<file path="src/rtl/burst_col_pkg.sv">
// Package: shared length encodings for the burst column sequencer.
// Assumes a 3-bit length code where 0..3 select powers of two.
package burst_col_pkg;
    typedef enum logic [2:0] {
        LEN_1    = 3'd0,
        LEN_2    = 3'd1,
        LEN_4    = 3'd2,
        LEN_8    = 3'd3,
        LEN_PAGE = 3'd7
    } burst_len_e;

    localparam int LEN_CODE_W = 3;
endpackage

</file>
<file path="src/rtl/burst_len_decode.sv">
// Turns the length code and options into a low-bit mask and a page flag.
// Assumes COL_W >= 4 so masks up to length 8 fit. Pure combinational.
module burst_len_decode
    import burst_col_pkg::*;
#(
    parameter int COL_W = 8
) (
    input  logic [LEN_CODE_W-1:0] code_i,
    input  logic                  interleave_i,
    input  logic                  wr_i,
    input  logic                  single_wr_i,
    output logic [COL_W-1:0]      mask_o,
    output logic                  page_o
);
    localparam logic [COL_W-1:0] ALL_ONES = {COL_W{1'b1}};

    // Map the code to the mask of bits that move during the burst.
    always_comb begin
        mask_o = '0;
        page_o = 1'b0;
        if (!(single_wr_i && wr_i)) begin
            case (code_i)
                LEN_1:    mask_o = COL_W'(0);
                LEN_2:    mask_o = COL_W'(1);
                LEN_4:    mask_o = COL_W'(3);
                LEN_8:    mask_o = COL_W'(7);
                LEN_PAGE: begin
                    if (!interleave_i) begin
                        mask_o = ALL_ONES;
                        page_o = 1'b1;
                    end
                end
                default:  mask_o = '0;
            endcase
        end
    end
endmodule

</file>
<file path="src/rtl/burst_step_ctrl.sv">
// Holds the burst state: active flag, step counter and latched length.
// Start has priority over stop; a finite burst ends after step == mask.
module burst_step_ctrl #(
    parameter int COL_W = 8
) (
    input  logic             clk,
    input  logic             rst_n,
    input  logic             start_i,
    input  logic             stop_i,
    input  logic [COL_W-1:0] mask_i,
    input  logic             page_i,
    output logic             active_o,
    output logic [COL_W-1:0] step_o,
    output logic [COL_W-1:0] mask_o,
    output logic             page_o
);
    logic at_end;

    // Flag the final step of a finite burst.
    always_comb at_end = active_o && !page_o && (step_o == mask_o);

    // Advance, reload or stop the burst on each clock.
    always_ff @(posedge clk) begin
        if (!rst_n) begin
            active_o <= 1'b0;
            step_o   <= '0;
            mask_o   <= '0;
            page_o   <= 1'b0;
        end else if (start_i) begin
            active_o <= 1'b1;
            step_o   <= '0;
            mask_o   <= mask_i;
            page_o   <= page_i;
        end else if (stop_i) begin
            active_o <= 1'b0;
        end else if (active_o) begin
            if (at_end) active_o <= 1'b0;
            else        step_o   <= step_o + COL_W'(1);
        end
    end

    assert_start_loads_R2: assert property (@(posedge clk) disable iff (!rst_n)
        start_i |=> (active_o && step_o == '0));
    assert_stop_clears_R8: assert property (@(posedge clk) disable iff (!rst_n)
        (stop_i && !start_i) |=> !active_o);
    assert_finite_end_R5: assert property (@(posedge clk) disable iff (!rst_n)
        (active_o && !page_o && step_o == mask_o && !start_i) |=> !active_o);
    assert_step_bound_R3: assert property (@(posedge clk) disable iff (!rst_n)
        (active_o && !page_o) |-> (step_o <= mask_o));
    assert_page_runs_R6: assert property (@(posedge clk) disable iff (!rst_n)
        (active_o && page_o && !start_i && !stop_i) |=> active_o);
endmodule

</file>
<file path="src/rtl/burst_addr_map.sv">
// Latches the start column and ordering, and forms the column for each step.
// Assumes step stays within mask for finite bursts (guaranteed by the controller).
module burst_addr_map #(
    parameter int COL_W = 8
) (
    input  logic             clk,
    input  logic             rst_n,
    input  logic             start_i,
    input  logic [COL_W-1:0] start_col_i,
    input  logic             interleave_i,
    input  logic             active_i,
    input  logic [COL_W-1:0] step_i,
    input  logic [COL_W-1:0] mask_i,
    output logic [COL_W-1:0] col_o
);
    logic [COL_W-1:0] base_q;
    logic             xor_q;
    logic [COL_W-1:0] lin_sum;

    // Capture the start column and ordering with each new burst.
    always_ff @(posedge clk) begin
        if (!rst_n) begin
            base_q <= '0;
            xor_q  <= 1'b0;
        end else if (start_i) begin
            base_q <= start_col_i;
            xor_q  <= interleave_i;
        end
    end

    // Combine base and step in linear-wrap or XOR order.
    always_comb begin
        lin_sum = base_q + step_i;
        if (xor_q) col_o = base_q ^ step_i;
        else       col_o = (base_q & ~mask_i) | (lin_sum & mask_i);
    end

    assert_upper_fixed_R3: assert property (@(posedge clk) disable iff (!rst_n)
        active_i |-> ((col_o & ~mask_i) == (base_q & ~mask_i)));
    assert_idle_hold_R5: assert property (@(posedge clk) disable iff (!rst_n)
        (!active_i && !start_i) |=> $stable(col_o));
endmodule

</file>
<file path="src/rtl/burst_col_seq.sv">
// Top: column address sequencer for one DRAM burst, one address per clock.
// Assumes start and stop are single-cycle command pulses.
module burst_col_seq
    import burst_col_pkg::*;
#(
    parameter int COL_W = 8
) (
    input  logic                  clk,
    input  logic                  rst_n,
    input  logic                  start_i,
    input  logic [COL_W-1:0]      start_col_i,
    input  logic                  start_wr_i,
    input  logic [LEN_CODE_W-1:0] len_code_i,
    input  logic                  interleave_i,
    input  logic                  single_wr_i,
    input  logic                  stop_i,
    output logic [COL_W-1:0]      col_o,
    output logic                  active_o
);
    logic [COL_W-1:0] dec_mask;
    logic             dec_page;
    logic [COL_W-1:0] step;
    logic [COL_W-1:0] mask_q;
    logic             page_q;

    burst_len_decode #(.COL_W(COL_W)) u_dec (
        .code_i       (len_code_i),
        .interleave_i (interleave_i),
        .wr_i         (start_wr_i),
        .single_wr_i  (single_wr_i),
        .mask_o       (dec_mask),
        .page_o       (dec_page)
    );

    burst_step_ctrl #(.COL_W(COL_W)) u_ctrl (
        .clk      (clk),
        .rst_n    (rst_n),
        .start_i  (start_i),
        .stop_i   (stop_i),
        .mask_i   (dec_mask),
        .page_i   (dec_page),
        .active_o (active_o),
        .step_o   (step),
        .mask_o   (mask_q),
        .page_o   (page_q)
    );

    burst_addr_map #(.COL_W(COL_W)) u_map (
        .clk          (clk),
        .rst_n        (rst_n),
        .start_i      (start_i),
        .start_col_i  (start_col_i),
        .interleave_i (interleave_i),
        .active_i     (active_o),
        .step_i       (step),
        .mask_i       (mask_q),
        .col_o        (col_o)
    );

    assert_page_increment_R6: assert property (@(posedge clk) disable iff (!rst_n)
        (active_o && page_q && !start_i && !stop_i) |=> (col_o == $past(col_o) + COL_W'(1)));
    assert_start_column_R9: assert property (@(posedge clk) disable iff (!rst_n)
        start_i |=> (col_o == $past(start_col_i)));
endmodule

</file>
<file path="config.mk">
export PLATFORM = sky130hd
export DESIGN_NAME = burst_col_seq
export DESIGN_NICKNAME = d
export VERILOG_FILES = /design/src/rtl/burst_col_pkg.sv /design/src/rtl/burst_len_decode.sv /design/src/rtl/burst_step_ctrl.sv /design/src/rtl/burst_addr_map.sv /design/src/rtl/burst_col_seq.sv
export SDC_FILE = /design/constraint.sdc
export NUM_CORES = 1
export LEC_CHECK = 0
export BUFFER_PORTS_ARGS = -buffer_cell sky130_fd_sc_hd__buf_2
export CAP_MARGIN = 20
export CORE_MARGIN = 2
export CORE_UTILIZATION = 59
export CTS_CLUSTER_DIAMETER = 60
export DETAILED_ROUTE_END_ITERATION = 7
export PLACE_DENSITY = 0.87
export SYNTH_ARGS = -nofsm -noshare
export SYNTH_HDL_FRONTEND = slang
export SYNTH_SLANG_ARGS = --single-unit
</file>
<file path="constraint.sdc">
create_clock -name clk -period 4 [get_ports clk]
set_input_delay 0.8 -clock clk [delete_from_list [all_inputs] [get_ports clk]]
set_output_delay 0.8 -clock clk [all_outputs]
set_load 0.05 [all_outputs]
</file>
==> flow_summary.ini <==
[global_routing]
antenna_found_initial = 0
grt_pass1_wl_um = 5140
grt_pass1_vias = 1260
overflow = 0
grt_max_degree = 18
grt_usage_pct = 23.53

[outcome]
outcome = completed

[detailed_routing]
drtAntennaViolNets = 0
drt_first_pass_iters = 4
vias = 1381
drt-initial-drc-count = 40
wire_per_inst_um = 14.34
viasPerCell = 6.004
routed_wl_um = 3298
drc_errors = 0

[finish]
antenna-diode-count = 0
most-common-layout-cells = buf_2, dfxtp_1, nand2_1
fill_cells = 211
drive_gt1_share_pct = 17.00
nets = 228
final_cells = 230
layout_commonest_cell = buf_2
area_delta_synth_final_pct = 10.36

[clocking]
root_buffer = clkbuf_4
cts_buffers = 3
cts_hold_buf = 0
ctsHtreeMaxLevel = 1
cts.sinks = 23
ctsResizeCount = 0
clk_pin_slew_worst_paths_ps = 130
tritoncts = yes
clk-insertion-delay-late_ps = 310
clock_path_buffers = 2
postCtsSetupRepairBufs = 0

[power_and_ir_drop]
vdd_drop_max_mv = 0.2236
finalPower_w = 0.0004516
pwr-share-comb_pct = 21.2
p_seq_share_pct = 54.6
power_switching_share_pct = 31.32
p_int_w = 0.0003101
clkPwrFrac_pct = 24.2
netSwitchingPower_w = 0.0001414
leakage_nw = 0.7332
powerDensity_nw_per_um2 = 273.2

[floorplan]
rows = 18
start_util_pct = 61.57
design.die.area_sq_um = 2958
ios = 27
die_x_um = 54.39
core_sq_um = 2432
die_h_um = 54.39

[place]
placedCellCount = 226
pre_cts_ws_ps = 998.8
place_hpwl_um = 2485
placement.io_buffers = 26
place_congestion = 0.8452

[setup_path]
path_cells = ha_1 -> inv_1 -> fa_1 -> nor2b_1 -> o21ai_0 -> a21oi_1 -> or4_1 -> nand3_1 -> buf_2
worstRegToRegCells = 5
required_ps = 3200
rr_startpoint = u_ctrl.mask_o[6]$_SDFFE_PN0P_
crit_fanout = 6
critPathTopFamily = simple AND/OR/NAND/NOR gates
slowest_stage = or4_1
worst_setup_path_start_kind = register
critical_path_class = reg -> out
r2r_end = u_ctrl.step_o[5]$_SDFFE_PP0P_
worst-r2r-setup-slack_ps = 2050
crit_path_end_kind = output port
slowest_delay_ps = 520
crit_arrival_ps = 2610
critPathBufInv = 2

[timing]
tightest_slew_ps = 599.1
rsz0062_at_grt = no
fin_crit_ps = 3408
drv_slew = 0
skew_ps = 6.167
slew_headroom_pct = 59.87
hold_viol_final = 0
timing.fmax_ghz = 0.2935
setup_viol = 0
fin_tns_setup_ps = 0
period_share_pct = 85.19
setup_slack_ps = 592.3

[worst_hold_path]
hold_start = u_ctrl.page_o$_SDFFE_PN0P_
holdPathEnd = u_ctrl.page_o$_SDFFE_PN0P_
hp-class = reg -> reg
holdPathStages = 1

[yosys]
async_flop_share_pct = 0
synth_top_area_share_pct = 30.74
netlist_area_sq_um = 1498
synth_nets = 205
ys_ff_latch = 23
synth_cell_types = 44
synth_area_leader_cell = dfxtp_1
yosysSeqAreaShare_pct = 30.74
postSynthCellCount = 178
synth_ff_type = dfxtp_1
synth_top_cells_by_area = dfxtp_1, ha_1, mux2i_1, nor2b_1, a21oi_1
synth_edf_count = 0
avgSynthCellArea_sq_um = 8.414
yosys_warnings = 0

[job]
drv_cap = 0
## cell type report
cell class	count	area, sq um	share of cell area [%]
Inverter	5	18.77	1.136
Timing Repair Buffer	26	130.1	7.873
Tap cell	30	37.54	2.271
Sequential cell	23	460.4	27.86
Multi-Input combinational cell	142	979.7	59.27
Clock buffer	4	26.28	1.590
## stage by stage
stage          utilization (%)  area (sq um)  hold WS, ps
2_1_floorplan                -          1498        427.3
4_1_cts                  67.95          1653        475.6
3_5_place_dp             66.87          1627        446.2
3_3_place_gp             66.87          1627        441.7
5_1_grt                  67.95          1653        490.1
6_report                 67.95          1653        474.0
## state kept, by name (all words and copies together), names as in the netlist
name,cells
u_ctrl.step_o,8
u_map.base_q,8
u_ctrl.mask_o,4
u_ctrl.active_o,1
u_ctrl.page_o,1
u_map.xor_q,1
## power by group through the flow
stage	Sequential [W]	Combinational, W	Clock, W
global placement	0.000251	0.0000925	0
detailed placement	0.000251	0.0000957	0
floorplan	0.000248	0.0000753	0
global route	0.000248	0.000104	0.000119
CTS	0.000246	0.0000960	0.000111
finish	0.000247	0.0000958	0.000109
## worst max path at each step
stage                                        startpoint        to  depth (start not counted)
after floorplan           u_ctrl.step_o[0]$_SDFFE_PP0P_  col_o[1]                          6
after global placement    u_ctrl.step_o[0]$_SDFFE_PP0P_  col_o[6]                          9
after detailed placement  u_ctrl.step_o[0]$_SDFFE_PP0P_  col_o[6]                          9
after CTS                 u_ctrl.step_o[0]$_SDFFE_PP0P_  col_o[6]                          9
after global routing      u_ctrl.step_o[0]$_SDFFE_PP0P_  col_o[6]                          9
final                     u_ctrl.step_o[0]$_SDFFE_PP0P_  col_o[6]                          9
## logic make-up (layout without fill, tap and decap cells)
group	count (synthesis)	in the layout	share of synthesized area [%]
adder cells (fa/ha/maj)	9	9	8.020
flip-flops	23	23	30.74
XOR/XNOR	7	7	4.094
multiplexers	10	10	6.767
AND/OR/NAND/NOR	65	65	23.14
AO/OA/AOI/OAI	51	51	23.39
buffers and inverters	13	35	3.843
## cell usage after synthesis, types with 2 or more instances
cell type / number
clkbuf_1: 6
a21boi_0: 2
dfxtp_1: 23
nor3_1: 2
nor2b_1: 12
o31ai_1: 4
a22o_1: 2
xor2_1: 4
mux2i_1: 9
a31oi_1: 4
a211oi_1: 2
o21a_1: 3
a21o_1: 4
inv_1: 5
xnor2_1: 3
nor3b_1: 2
nor2_1: 10
nor4_1: 2
ha_1: 8
nand2_1: 15
o22a_1: 3
nand2b_1: 5
o21ai_0: 8
a21oi_1: 12
nand3_1: 6
or4_1: 4
## layer usage
layer	track usage (%)	part of all wire, %	vias up
li1	-	-	700
met1	29.02	45	626
met2	39.56	48	48
met3	3.005	5.9	7
met4	12.50	1.6	0
met5	0	0	-
No activity file was read; power rests on OpenSTA's default activity.
